==> src/rtl/irq_es_pkg.sv <==
package irq_es_pkg;
    localparam int unsigned IRQ_DEF_SOURCES = 8;
    localparam int unsigned IRQ_DEF_SYNC    = 2;
endpackage

==> src/rtl/irq_src_sync.sv <==
module irq_src_sync #(
    parameter int unsigned WIDTH  = 8,
    parameter int unsigned STAGES = 2
) (
    input  logic             clk,
    input  logic             rst_n,
    input  logic [WIDTH-1:0] async_i,
    output logic [WIDTH-1:0] sync_o
);
    logic [WIDTH-1:0] stage_d [STAGES];
    logic [WIDTH-1:0] stage_q [STAGES];

    generate
        for (genvar k = 0; k < STAGES; k++) begin : g_stage
            if (k == 0) begin : g_first
                always_comb stage_d[k] = async_i;
            end else begin : g_next
                always_comb stage_d[k] = stage_q[k-1];
            end
            always_ff @(posedge clk or negedge rst_n) begin
                if (!rst_n) stage_q[k] <= '0;
                else        stage_q[k] <= stage_d[k];
            end
        end
    endgenerate

    assign sync_o = stage_q[STAGES-1];

    generate
        if (STAGES >= 2) begin : g_chk
            // final stage trails the previous stage by one clock
            assert_sync_delay_R3: assert property (@(posedge clk) disable iff (!rst_n)
                1'b1 |=> (sync_o == $past(stage_q[STAGES-2])));
        end
    endgenerate
endmodule

==> src/rtl/irq_rise_detect.sv <==
module irq_rise_detect #(
    parameter int unsigned WIDTH = 8
) (
    input  logic             clk,
    input  logic             rst_n,
    input  logic [WIDTH-1:0] level_i,
    output logic [WIDTH-1:0] rise_o
);
    logic [WIDTH-1:0] prev_d, prev_q;

    always_comb begin
        prev_d = level_i;
        rise_o = level_i & ~prev_q;
    end

    always_ff @(posedge clk or negedge rst_n) begin
        if (!rst_n) prev_q <= '0;
        else        prev_q <= prev_d;
    end
endmodule

==> src/rtl/irq_pending_core.sv <==
module irq_pending_core #(
    parameter int unsigned         NUM_SRC    = 8,
    parameter logic [NUM_SRC-1:0]  VALID_MASK = '1
) (
    input  logic               clk,
    input  logic               rst_n,
    input  logic [NUM_SRC-1:0] rise_i,
    input  logic               wr_en_i,
    input  logic [NUM_SRC-1:0] wr_data_i,
    output logic [NUM_SRC-1:0] status_o
);
    typedef struct packed {
        logic [NUM_SRC-1:0] en;
        logic [NUM_SRC-1:0] pend;
    } core_state_t;

    core_state_t st_d, st_q;

    always_comb begin
        st_d = st_q;
        if (wr_en_i) st_d.en = wr_data_i;
        // flags survive only where the (possibly new) enable is set;
        // fresh edges are taken on the same terms
        st_d.pend = (st_q.pend | rise_i) & st_d.en & VALID_MASK;
    end

    always_ff @(posedge clk or negedge rst_n) begin
        if (!rst_n) st_q <= '0;
        else        st_q <= st_d;
    end

    assign status_o = st_q.pend & VALID_MASK;

    // a newly set flag needs a detected rising edge in the cycle before
    assert_flag_needs_edge_R4: assert property (@(posedge clk) disable iff (!rst_n)
        1'b1 |=> ((st_q.pend & ~$past(st_q.pend) & ~$past(rise_i)) == '0));

    // a disabling write leaves no flag behind in the written-zero positions
    assert_disable_clears_R8: assert property (@(posedge clk) disable iff (!rst_n)
        wr_en_i |=> ((st_q.pend & ~$past(wr_data_i)) == '0));
endmodule

==> src/rtl/irq_enable_status.sv <==
module irq_enable_status
    import irq_es_pkg::*;
#(
    parameter int unsigned        NUM_SRC    = IRQ_DEF_SOURCES,
    parameter int unsigned        SYNC_DEPTH = IRQ_DEF_SYNC,
    parameter logic [NUM_SRC-1:0] VALID_MASK = 8'h3F
) (
    input  logic               clk,
    input  logic               rst_n,
    input  logic [NUM_SRC-1:0] src_i,
    input  logic               wr_en_i,
    input  logic [NUM_SRC-1:0] wr_data_i,
    output logic [NUM_SRC-1:0] rd_data_o,
    output logic               irq_o
);
    logic [NUM_SRC-1:0] src_sync;
    logic [NUM_SRC-1:0] src_rise;
    logic [NUM_SRC-1:0] status;

    irq_src_sync #(.WIDTH(NUM_SRC), .STAGES(SYNC_DEPTH)) u_sync (
        .clk     (clk),
        .rst_n   (rst_n),
        .async_i (src_i),
        .sync_o  (src_sync)
    );

    irq_rise_detect #(.WIDTH(NUM_SRC)) u_rise (
        .clk     (clk),
        .rst_n   (rst_n),
        .level_i (src_sync),
        .rise_o  (src_rise)
    );

    irq_pending_core #(.NUM_SRC(NUM_SRC), .VALID_MASK(VALID_MASK)) u_core (
        .clk       (clk),
        .rst_n     (rst_n),
        .rise_i    (src_rise),
        .wr_en_i   (wr_en_i),
        .wr_data_i (wr_data_i),
        .status_o  (status)
    );

    assign rd_data_o = status;
    assign irq_o     = |status;

    // without a write the request cannot fall
    assert_irq_holds_R7: assert property (@(posedge clk) disable iff (!rst_n)
        (!wr_en_i && irq_o) |=> irq_o);

    // an all-zero write drops the request
    assert_zero_write_R10: assert property (@(posedge clk) disable iff (!rst_n)
        (wr_en_i && (wr_data_i == '0)) |=> !irq_o);

    // hidden positions never read as set
    assert_hidden_bits_R6: assert property (@(posedge clk) disable iff (!rst_n)
        (rd_data_o & ~VALID_MASK) == '0);
endmodule

==> config.mk <==
export PLATFORM = sky130hd
export DESIGN_NAME = irq_enable_status
export DESIGN_NICKNAME = d
export VERILOG_FILES = /design/src/rtl/irq_es_pkg.sv /design/src/rtl/irq_src_sync.sv /design/src/rtl/irq_rise_detect.sv /design/src/rtl/irq_pending_core.sv /design/src/rtl/irq_enable_status.sv
export SDC_FILE = /design/constraint.sdc
export NUM_CORES = 1
export LEC_CHECK = 0
export ABC_AREA = 1
export ABC_CLOCK_PERIOD_IN_PS = 800
export BUFFER_PORTS_ARGS = -buffer_cell sky130_fd_sc_hd__buf_2
export CORE_ASPECT_RATIO = 0.7
export CORE_UTILIZATION = 49
export CTS_BUF_LIST = sky130_fd_sc_hd__clkbuf_16
export CTS_CLUSTER_SIZE = 24
export DETAILED_ROUTE_END_ITERATION = 10
export PLACE_DENSITY = 0.76
export REMOVE_ABC_BUFFERS = 1
export SLEW_MARGIN = 20
export SYNTH_ARGS = -nofsm -noshare
export SYNTH_HDL_FRONTEND = slang
export SYNTH_SLANG_ARGS = --single-unit
==> constraint.sdc <==
create_clock -name clk -period 0.8 [get_ports clk]
set_input_delay 0.08 -clock clk [delete_from_list [all_inputs] [get_ports clk]]
set_output_delay 0.08 -clock clk [all_outputs]
set_load 0.01 [all_outputs]
==> results by group, run 1 <==
STA
  – Slew Viols, Final: 0
  – Minimum clock period: 1.07 ns
  – Setup WS post-layout: -0.275 ns
  – RSZ-0062 raised after global routing: true
  – Final hold violations: 0
  – Count of final setup violators: 9
  – Clk_skew: 0.00632 ns
  – Max Clk Rate: 930 MHz
  – Final hold slack: 0.121 ns
  – Fin crit share: 134%

Worst hold path
  – Worst Hold Class: in -> reg
  – Hold Path End: u_core.st_q[11]
  – WHS Path Cells: 5
  – HP Start: wr_data_i[3]

Drt
  – ANT nets after route: 0
  – Final WL: 1.96 mm
  – DRT Pass-1 Iters: 6
  – DR iter-0 viols: 32
  – Average wire per standard cell: 12.7 µm
  – Via count: 695
  – Vias per cell: 4.51
  – Residual DRC count: 4

Logic synthesis
  – Seq/Total Area, Yosys: 71.9%
  – Synth area leader: dfrtp_1
  – Synth warnings: 0
  – Most instantiated library cell after synthesis: dfrtp_1
  – Yosys cell types: 9
  – #FFs+latches synth: 30
  – Post-synth top cells: dfrtp_1 (30), inv_1 (24), nand2_1 (18), nor2_1 (9), buf_4 (8)
  – Yosys top cell area share: 71.9%
  – Async SR Flop Fraction: 100%
  – EDFF count, synth: 0
  – Synthesized area: 1040 µm²
  – Synth area leaders: dfrtp_1 (72%), inv_1 (8.6%), nand2_1 (6.5%)
  – Post-synth top flop: dfrtp_1
  – Syn avg cell area: 10.7 µm²
  – Syn Inst Count: 98

Layout
  – P&R area growth vs syn: 40.0%
  – Final core occ: 75.6%
  – Share of layout cells above drive strength 1: 31.1%
  – N_diodes: 0
  – Number of fill cells: 125
  – Final instance area: 1460 µm²
  – Nets@finish: 152
  – Sequential cell area: 751 µm²
  – Multi-input logic area: 176 µm²

Global route
  – Vias in the first global route: 629
  – Total GRT Usage: 17.7%
  – Global-route wire length before repair: 2.64 mm
  – GRT overflow: 0
  – Initial antenna violation count: 0
  – Pin count of the biggest net entering global routing: 18

Placed design
  – Port bufs: 21
  – Dpl hpwl: 1.09 mm
  – Dpl cell area: 1160 µm²
  – Pre-CTS WS: 0.00888 ns
  – GP Congestion: 0.688

CTS
  – H-tree Lvls: 2
  – Clock-pin slew on the worst setup and hold paths: 0.05 ns
  – Worst-case clock buffer depth: 2
  – CTS tree: yes
  – Total clock sinks: 30
  – Root Buffer: clkbuf_16
  – Num CTS Buffers: 5
  – Clk_lat worst skew: 0.27 ns

Pwr
  – Worst VDD drop: 1960 µV
  – NetSw: 0.826 mW
  – Switching Fraction: 21.8%
  – Tot Pwr: 3.79 mW
  – Int Power: 2.96 mW
  – Power density over cell area: 2590 nW/µm²
  – Comb power frac: 12.1%
  – Leakage: 0.804 nW
  – Seq pwr share: 44.5%
  – Clock power frac: 43.4%

Floorplanning
  – Chip height: 40.6 µm
  – Die Width: 57.2 µm
  – Core Footprint: 1940 µm²
  – Initial Utilization: 54.0%
  – IO Pins: 28
  – Die ar.: 2320 µm²
  – FP Rows: 13

Critical path
  – Reg2Reg Capture Point: u_core.status_o[2]
  – Reg2Reg Launch Point: u_core.status_o[2]
  – Critical-path cell list: nor2_1 > nand3_1 > buf_2
  – Reg2Reg Depth: 3
  – Crit path kind: reg -> out
  – Critical Path Max Stage Delay: 0.39 ns
  – Slowest CP cell: dfrtp_1
  – Crit path DAT: 0.99 ns
  – WP data required: 0.72 ns
  – Buf/Inv on CP: 1
  – Reg2Reg Setup Slack: -0.02 ns
  – CP endpoint kind: output pin
  – Largest delay contributor family on the critical path: flip-flops
  – CP Launch Type: flop
  – Crit path max fanout: 2

Status
  – Status: finished, violations left
  – Violated checks: design-rule violations, negative setup slack

Flow run
  – Max-Cap Viols: 0
==> worst max path at each step <==
stage | cells after the start | slack [ns] | startpoint | end
4_1_cts | 3 | -0.25 | u_core.status_o[4] | irq_o
5_1_grt | 3 | -0.33 | u_core.status_o[1] | irq_o
2_1_floorplan | 2 | 0.09 | u_core.status_o[1] | irq_o
6_report | 3 | -0.27 | u_core.status_o[1] | irq_o
3_3_place_gp | 3 | 0.01 | u_core.status_o[5] | irq_o
3_5_place_dp | 3 | 0.009 | u_core.status_o[1] | irq_o
==> power by group through the flow <==
| stage | registers [mW] | logic (mW) | clock network (mW) |
|---|---|---|---|
| 2_1_floorplan | 1.71 | 0.112 | 0 |
| 3_3_place_gp | 1.69 | 0.283 | 0 |
| 3_5_place_dp | 1.70 | 0.294 | 0 |
| 4_1_cts | 1.68 | 0.420 | 1.66 |
| 5_1_grt | 1.69 | 0.502 | 1.74 |
| 6_report | 1.68 | 0.458 | 1.64 |
==> per-layer routing <==
metal  vias up  track usage [%]  wire, µm
met5         -                0         0
met4         0             9.15        42
met3         5             9.15       125
met2        21             32.1       936
met1       333             17.6       851
li1        336                -         -
==> cell usage in the layout (no fill, tap or decap) <==
| cell type | Yosys | final |
|---|---|---|
| a21oi_2 | 0 | 5 |
| buf_2 | 0 | 15 |
| nor2_1 | 9 | 8 |
| dlygate4sd3_1 | 0 | 7 |
| clkbuf_16 | 0 | 5 |
| buf_4 | 8 | 4 |
| buf_12 | 0 | 1 |
| inv_2 | 1 | 1 |
| inv_1 | 24 | 24 |
| nor2_2 | 0 | 1 |
| nand3_1 | 1 | 1 |
| conb_1 | 1 | 2 |
| dfrtp_1 | 30 | 30 |
| buf_6 | 0 | 8 |
| clkinv_1 | 0 | 1 |
| a21oi_4 | 0 | 1 |
| nand2_1 | 18 | 18 |
==> kinds of logic (layout without fill, tap and decap cells) <==
logic type             count (synthesis)  after routing  synth area share (%)
buffers and inverters                 33             66                  14.7
AO/OA/AOI/OAI                          6              6                  2.87
flip-flops                            30             30                  71.9
AND/OR/NAND/NOR                       28             28                  10.2
other                                  1              2                 0.359
==> cell type report <==
class	count	area share, %
Sequential cell	30	51.3
Timing Repair Buffer	35	19.5
Multi-Input combinational cell	36	12.1
Clock buffer	5	8.55
Inverter	25	6.42
Tap cell	22	1.88
Clock inverter	1	0.257
==> sequential cells by signal (all words and copies together) (netlist names) <==
name	count
u_core.st_q	6
u_core.status_o	6
u_rise.prev_q	6
u_sync.stage_d	6
u_sync.sync_o	6
==> stage by stage <==
stage,instances,setup TNS [ns]
after floorplan,91,0
after global placement,137,0
after detailed placement,137,0
after CTS,154,-1.28
after global routing,154,-1.73
final,154,-1.40
==> worst min-delay path: cells and delay by family <==
kind	cells	cell delay, ns
simple gates	2	0.12
buf+inv	3	0.16
==> repair_timing <==
action | 4_1_cts | 5_1_grt
buffers inserted | 4 | 0
resized for setup | 8 | 8
pin swaps | 4 | 2
setup endpoints to repair | 7 | 13
endpoints found under the hold margin | 33 | 0
hold buffers | 7 | 0
(Power assumes the default switching activity.)
==> run 2: changes to the inputs <==
- GPL_TIMING_DRIVEN: default -> 0
==> run 2 against run 1 <==
The flow finishes with violations (design-rule violations, negative hold slack, negative setup slack). Final area down 5.2%. Sequential power about the same. Maximum frequency down 3.0%. Non-clock buffer count down 4. Sequential cell count unchanged. Combinational power down 18%. Die area unchanged. Largest power group unchanged.
==> results by group, run 2 (synthesized netlist as in run 1, its figures left out) <==
Status
  – Status: finished, violations left (unchanged)
  – Violated checks: design-rule violations, negative hold slack, negative setup slack (was design-rule violations, negative setup slack)

Layout
  – Share of layout cells above drive strength 1: 27.7% (was 31.1%)
  – P&R area growth vs syn: 32.7% (was 40.0%)
  – Number of fill cells: 133 (was 125)
  – Final core occ: 71.6% (was 75.6%)
  – N_diodes: 0 (unchanged)
  – Most frequent cells in the layout: dfrtp_1 (30), inv_1 (25), buf_2 (19), nand2_1 (17), nor2_1 (9) (was dfrtp_1 (30), inv_1 (24), nand2_1 (18), buf_2 (15))
  – Nets@finish: 148 (was 152)
  – Commonest non-fill, non-tap cell in the layout: dfrtp_1 (unchanged)

Global route
  – Vias in the first global route: 587 (was 629)
  – GRT overflow: 0 (unchanged)
  – Global-route wire length before repair: 2.48 mm (was 2.64 mm)
  – Pin count of the biggest net entering global routing: 31 (was 18)
  – Initial antenna violation count: 0 (unchanged)
  – Total GRT Usage: 16.5% (was 17.7%)

Critical path
  – Critical Path Start: u_core.status_o[4] (was u_core.status_o[1])
  – Reg2Reg Launch Point: u_core.status_o[4] (was u_core.status_o[2])
  – CP Launch Type: flop (unchanged)
  – Critical-path cell list: nor2_1 > nand3_1 > buf_2 (unchanged)
  – CP endpoint kind: output pin (unchanged)
  – Crit path kind: reg -> out (unchanged)
  – WP data required: 0.72 ns (about the same)
  – Reg2Reg Depth: 4 (was 3)
  – Slowest CP cell: dfrtp_1 (unchanged)
  – Crit path DAT: 1.03 ns (was 0.99 ns)
  – Crit path max fanout: 2 (unchanged)
  – Critical Path Max Stage Delay: 0.40 ns (was 0.39 ns)

STA
  – Rel. slew slack: 58.1%
  – RSZ-0062 raised after global routing: true (unchanged)
  – Count of final setup violators: 8 (was 9)
  – Fin crit share: 138% (was 134%)
  – Setup WS post-layout: -0.308 ns (was -0.275 ns)
  – Max Clk Rate: 903 MHz (was 930 MHz)
  – Least-Margin Pin Slew: 0.628 ns
  – Slew Viols, Final: 0 (unchanged)
  – Final hold violations: 30 (was 0)
  – Final hold slack: -0.168 ns (was 0.121 ns)
  – Minimum clock period: 1.11 ns (was 1.07 ns)
  – Clk_skew: 0.00514 ns (was 0.00632 ns)

Drt
  – ANT nets after route: 0 (unchanged)
  – Final WL: 1.83 mm (was 1.96 mm)
  – Average wire per standard cell: 12.1 µm (was 12.7 µm)
  – DRT Pass-1 Iters: 6 (unchanged)
  – Vias per cell: 4.36 (was 4.51)
  – DR iter-0 viols: 18 (was 32)
  – Via count: 662 (was 695)
  – Residual DRC count: 4 (unchanged)

Floorplanning
  – Die ar.: 2320 µm² (unchanged)
  – Chip height: 40.6 µm (unchanged)
  – IO Pins: 28 (unchanged)
  – Die Width: 57.2 µm (unchanged)
  – FP Rows: 13 (unchanged)
  – Core Footprint: 1940 µm² (unchanged)
  – Initial Utilization: 54.0% (unchanged)

Placed design
  – GP Congestion: 0.701 (was 0.688)
  – Dpl hpwl: 1.01 mm (was 1.09 mm)
  – Port bufs: 21 (unchanged)

Pwr
  – Leakage: 0.781 nW (was 0.804 nW)
  – Worst VDD drop: 1740 µV (was 1960 µV)
  – Power density over cell area: 2690 nW/µm² (was 2590 nW/µm²)

CTS
  – Hold_buf cts: 6 (was 7)
  – Total clock sinks: 30 (unchanged)
  – CTS tree: yes (unchanged)
  – Num CTS Buffers: 5 (unchanged)
  – Clk_lat worst skew: 0.26 ns (was 0.27 ns)
  – Worst-case clock buffer depth: 2 (unchanged)
  – Clock-pin slew on the worst setup and hold paths: 0.05 ns (about the same)
  – H-tree Lvls: 2 (unchanged)
  – Root Buffer: clkbuf_16 (unchanged)

Worst hold path
  – Worst Hold Class: in -> async (was in -> reg)

Flow run
  – Max-Cap Viols: 0 (unchanged)
==> run 2: cell types whose count changed in the layout (fill, tap and decap cells not counted), moves of 2 or more <==
cell | previous run | this run
a21oi_2 | 5 | 3
buf_2 | 15 | 19
buf_6 | 8 | 5
a21oi_1 | 0 | 3
buf_4 | 4 | 1
==> run 2: worst paths after layout <==
kind | to | slack [ns]
min in group clk | u_core.st_q[13] | 0.12
max in group asynchronous | u_sync.stage_d[5] | 0.55
setup reg to reg | u_core.status_o[4] | -0.14
hold reg to reg | u_sync.sync_o[4] | 0.34
setup / recovery | irq_o | -0.31
hold / removal | u_sync.stage_d[2] | -0.17
==> run 2: critical path, delay by kind of cell (launching register included) <==
| kind | cells | cell delay (ns) |
|---|---|---|
| flip-flops | 1 | 0.40 |
| AND/OR/NAND/NOR | 2 | 0.21 |
| buffers and inverters | 1 | 0.15 |
==> run 2: cell type report <==
type	count	area, µm²	share of cell area [%]
flip-flops and latches	30	751	54.2
multi-input cells	36	158	11.4
well taps	22	27.5	1.99
repair buffers	31	219	15.8
clock inverters	3	12.5	0.903
clock buffers	5	125	9.03
inverters	25	93.8	6.77
==> run 2: what timing repair did <==
item                                   in CTS  in global routing
endpoints found under the hold margin      36                 30
setup endpoints to repair                   7                  9
buffers inserted                            2                  2
pin swaps                                   2                  2
gates resized for setup                     3                  6
==> run 2: per-layer routing <==
metal | GRT usage [%] | part of all wire (%) | vias up
met5 | 0 | 0 | -
met4 | 7.32 | 0.44 | 0
met3 | 6.62 | 3.9 | 2
met2 | 30.6 | 53 | 17
met1 | 17.7 | 43 | 311
li1 | - | - | 332
==> run 2: where the power goes <==
part	switching, mW	internal (mW)
Combinational	0.200	0.177
Sequential	0.0542	1.63
Clock	0.549	1.11
==> run 2: through the flow <==
stage               setup slack [ns]  instance area [µm²]  power [mW]  TNS, ns  instances
CTS                           -0.294                 1350        3.71    -1.01        150
global placement             -0.0185                 1120        1.95  -0.0185        134
finish                        -0.308                 1390        3.72    -1.15        152
floorplan                     0.0878                  988        1.82        0         91
detailed placement           -0.0100                 1120        1.97  -0.0100        134
global route                  -0.322                 1390        3.86    -1.32        152
==> run 3: changes to the inputs <==
- SETUP_SLACK_MARGIN: default -> 0.4
==> run 3 against run 2 <==
The run still ends with design-rule violations, negative hold slack, negative setup slack left. Cell count down 2.6%. Combinational power is 5% higher. Via count decreased by 1.1%. Worst hold slack got worse by 0.0078 ns. Die area did not move. First-iteration DRC count rose by 39%. Critical endpoint unchanged.
==> results by group, run 3 (synthesized netlist as in run 1, its figures left out) <==
STA
  – Rel. slew slack: 59.1% (was 58.1%)
  – Clk_skew: 0.00580 ns (was 0.00514 ns)
  – Minimum clock period: 1.12 ns (was 1.11 ns)
  – Max Clk Rate: 893 MHz (was 903 MHz)
  – RSZ-0062 raised after global routing: true (unchanged)
  – Slew Viols, Final: 0 (unchanged)
  – Count of final setup violators: 10 (was 8)
  – Setup WS post-layout: -0.319 ns (was -0.308 ns)
  – Final hold slack: -0.176 ns (was -0.168 ns)
  – Final hold violations: 36 (was 30)
  – Fin crit share: 140% (was 138%)
  – Least-Margin Pin Slew: 0.613 ns (was 0.628 ns)

Global route
  – Total GRT Usage: 15.9% (was 16.5%)
  – Vias in the first global route: 549 (was 587)
  – Pin count of the biggest net entering global routing: 31 (unchanged)
  – GRT overflow: 0 (unchanged)
  – Global-route wire length before repair: 2.39 mm (was 2.48 mm)
  – Initial antenna violation count: 0 (unchanged)

Drt
  – Via count: 655 (was 662)
  – Residual DRC count: 4 (unchanged)
  – DRT Pass-1 Iters: 7 (was 6)
  – Top Metal Used: met3 (was met4)
  – DR iter-0 viols: 25 (was 18)
  – Metal2 WL: 854 µm (was 965 µm)
  – Average wire per standard cell: 11.6 µm (was 12.1 µm)
  – Vias per cell: 4.43 (was 4.36)
  – Wire length on met1: 763 µm (was 786 µm)
  – Met3 Routed Length: 101 µm (was 72 µm)
  – ANT nets after route: 0 (unchanged)
  – Final WL: 1.72 mm (was 1.83 mm)

Status
  – Violated checks: design-rule violations, negative hold slack, negative setup slack (unchanged)
  – Status: finished, violations left (unchanged)

Pwr
  – Power density over cell area: 2750 nW/µm² (was 2690 nW/µm²)
  – Switching Fraction: 21.9% (was 21.6%)
  – Seq pwr share: 44.9% (was 45.2%)
  – Clock power frac: 44.6% (was 44.7%)
  – Comb power frac: 10.5% (was 10.1%)
  – Worst VDD drop: 1720 µV (was 1740 µV)
  – Int Power: 2.93 mW (was 2.92 mW)
  – Leakage: 0.765 nW (was 0.781 nW)
  – NetSw: 0.823 mW (was 0.803 mW)

CTS
  – Clk_lat worst skew: 0.27 ns (was 0.26 ns)
  – H-tree Lvls: 2 (unchanged)
  – Clock-pin slew on the worst setup and hold paths: 0.05 ns (about the same)
  – Total clock sinks: 30 (unchanged)
  – Root Buffer: clkbuf_16 (unchanged)
  – Num CTS Buffers: 5 (unchanged)
  – CTS tree: yes (unchanged)
  – Worst-case clock buffer depth: 2 (unchanged)

Layout
  – N_diodes: 0 (unchanged)
  – Share of layout cells above drive strength 1: 38.1% (was 27.7%)
  – Commonest non-fill, non-tap cell in the layout: dfrtp_1 (unchanged)
  – P&R area growth vs syn: 30.7% (was 32.7%)
  – Final core occ: 70.5% (was 71.6%)
  – Nets@finish: 144 (was 148)
  – Most frequent cells in the layout: dfrtp_1 (30), inv_1 (21), buf_2 (19), nand2_1 (13), nor2_1 (8) (was dfrtp_1 (30), inv_1 (25), buf_2 (19), nand2_1 (17), nor2_1 (9))

Floorplanning
  – Die ar.: 2320 µm² (unchanged)
  – Die Width: 57.2 µm (unchanged)
  – Initial Utilization: 54.0% (unchanged)
  – IO Pins: 28 (unchanged)
  – Chip height: 40.6 µm (unchanged)
  – Core Footprint: 1940 µm² (unchanged)
  – FP Rows: 13 (unchanged)

Critical path
  – CP Launch Type: flop (unchanged)
  – Crit path max fanout: 3 (was 2)
  – Crit path DAT: 1.04 ns (was 1.03 ns)
  – Critical Path Max Stage Delay: 0.41 ns (was 0.40 ns)
  – Crit path kind: reg -> out (unchanged)
  – WP data required: 0.72 ns (about the same)
  – Critical-path cell list: nor2_1 > nand3_1 > buf_2 (unchanged)
  – Buf/Inv on CP: 1 (unchanged)
  – Largest delay contributor family on the critical path: flip-flops (unchanged)
  – CP endpoint kind: output pin (unchanged)
  – Slowest CP cell: dfrtp_1 (unchanged)

Placed design
  – GP Congestion: 0.701 (unchanged)
  – Dpl hpwl: 1.01 mm (unchanged)
  – Port bufs: 21 (unchanged)

Flow run
  – Max-Cap Viols: 0 (unchanged)

Worst hold path
  – Worst Hold Class: in -> async (unchanged)
[run 3: through the flow]
stage	area, µm²	instances	setup WS [ns]	total power [mW]	setup TNS (ns)
6_report	1370	148	-0.319	3.75	-1.25
3_5_place_dp	1120	134	-0.0100	1.97	-0.0100
5_1_grt	1370	148	-0.326	3.91	-1.52
3_3_place_gp	1120	134	-0.0185	1.95	-0.0185
4_1_cts	1300	144	-0.294	3.70	-1.01
2_1_floorplan	988	91	0.0878	1.82	0
[run 3: power groups by stage]
stage / combinational (mW) / sequential, mW / clock, mW
floorplan: 0.112 / 1.71 / 0
global placement: 0.249 / 1.70 / 0
detailed placement: 0.262 / 1.70 / 0
CTS: 0.317 / 1.68 / 1.70
global route: 0.433 / 1.69 / 1.78
finish: 0.394 / 1.68 / 1.67
[run 3: path summary, 6_finish.rpt]
check / to / slack [ns] / cells past startpoint / startpoint
setup reg to reg: u_core.status_o[0] / -0.10 / 4 / u_core.status_o[0]
hold reg to reg: u_sync.sync_o[4] / 0.34 / 0 / u_sync.stage_d[4]
min in group clk: u_sync.stage_d[3] / -0.08 / 1 / src_i[3]
setup / recovery: irq_o / -0.32 / 3 / u_core.status_o[5]
hold / removal: u_sync.stage_d[2] / -0.18 / 1 / rst_n
max in group asynchronous: u_sync.stage_d[5] / 0.57 / 1 / rst_n
[run 3: final cells by class]
| type | count | area (µm²) |
|---|---|---|
| Tap cell | 22 | 27.5 |
| Fill cell | 128 | 571 |
| Timing Repair Buffer | 27 | 181 |
| Multi-Input combinational cell | 36 | 174 |
| Sequential cell | 30 | 751 |
| Clock buffer | 5 | 125 |
| Clock inverter | 3 | 12.5 |
| Inverter | 25 | 93.8 |
[run 3: routing by layer]
| layer | global-route usage [%] | vias to the layer above |
|---|---|---|
| met5 | 0 | - |
| met2 | 27.4 | 20 |
| met1 | 18.1 | 313 |
| met4 | 7.32 | 0 |
| met3 | 6.62 | 0 |
| li1 | - | 322 |
[run 3: timing repair]
action                                  4_1_cts  5_1_grt
gates resized for setup                       8       13
buffers inserted                              2        4
hold endpoints to repair                     36       36
cloned                                        0        0
pin swaps                                     6        7
endpoints found under the setup margin       31       31
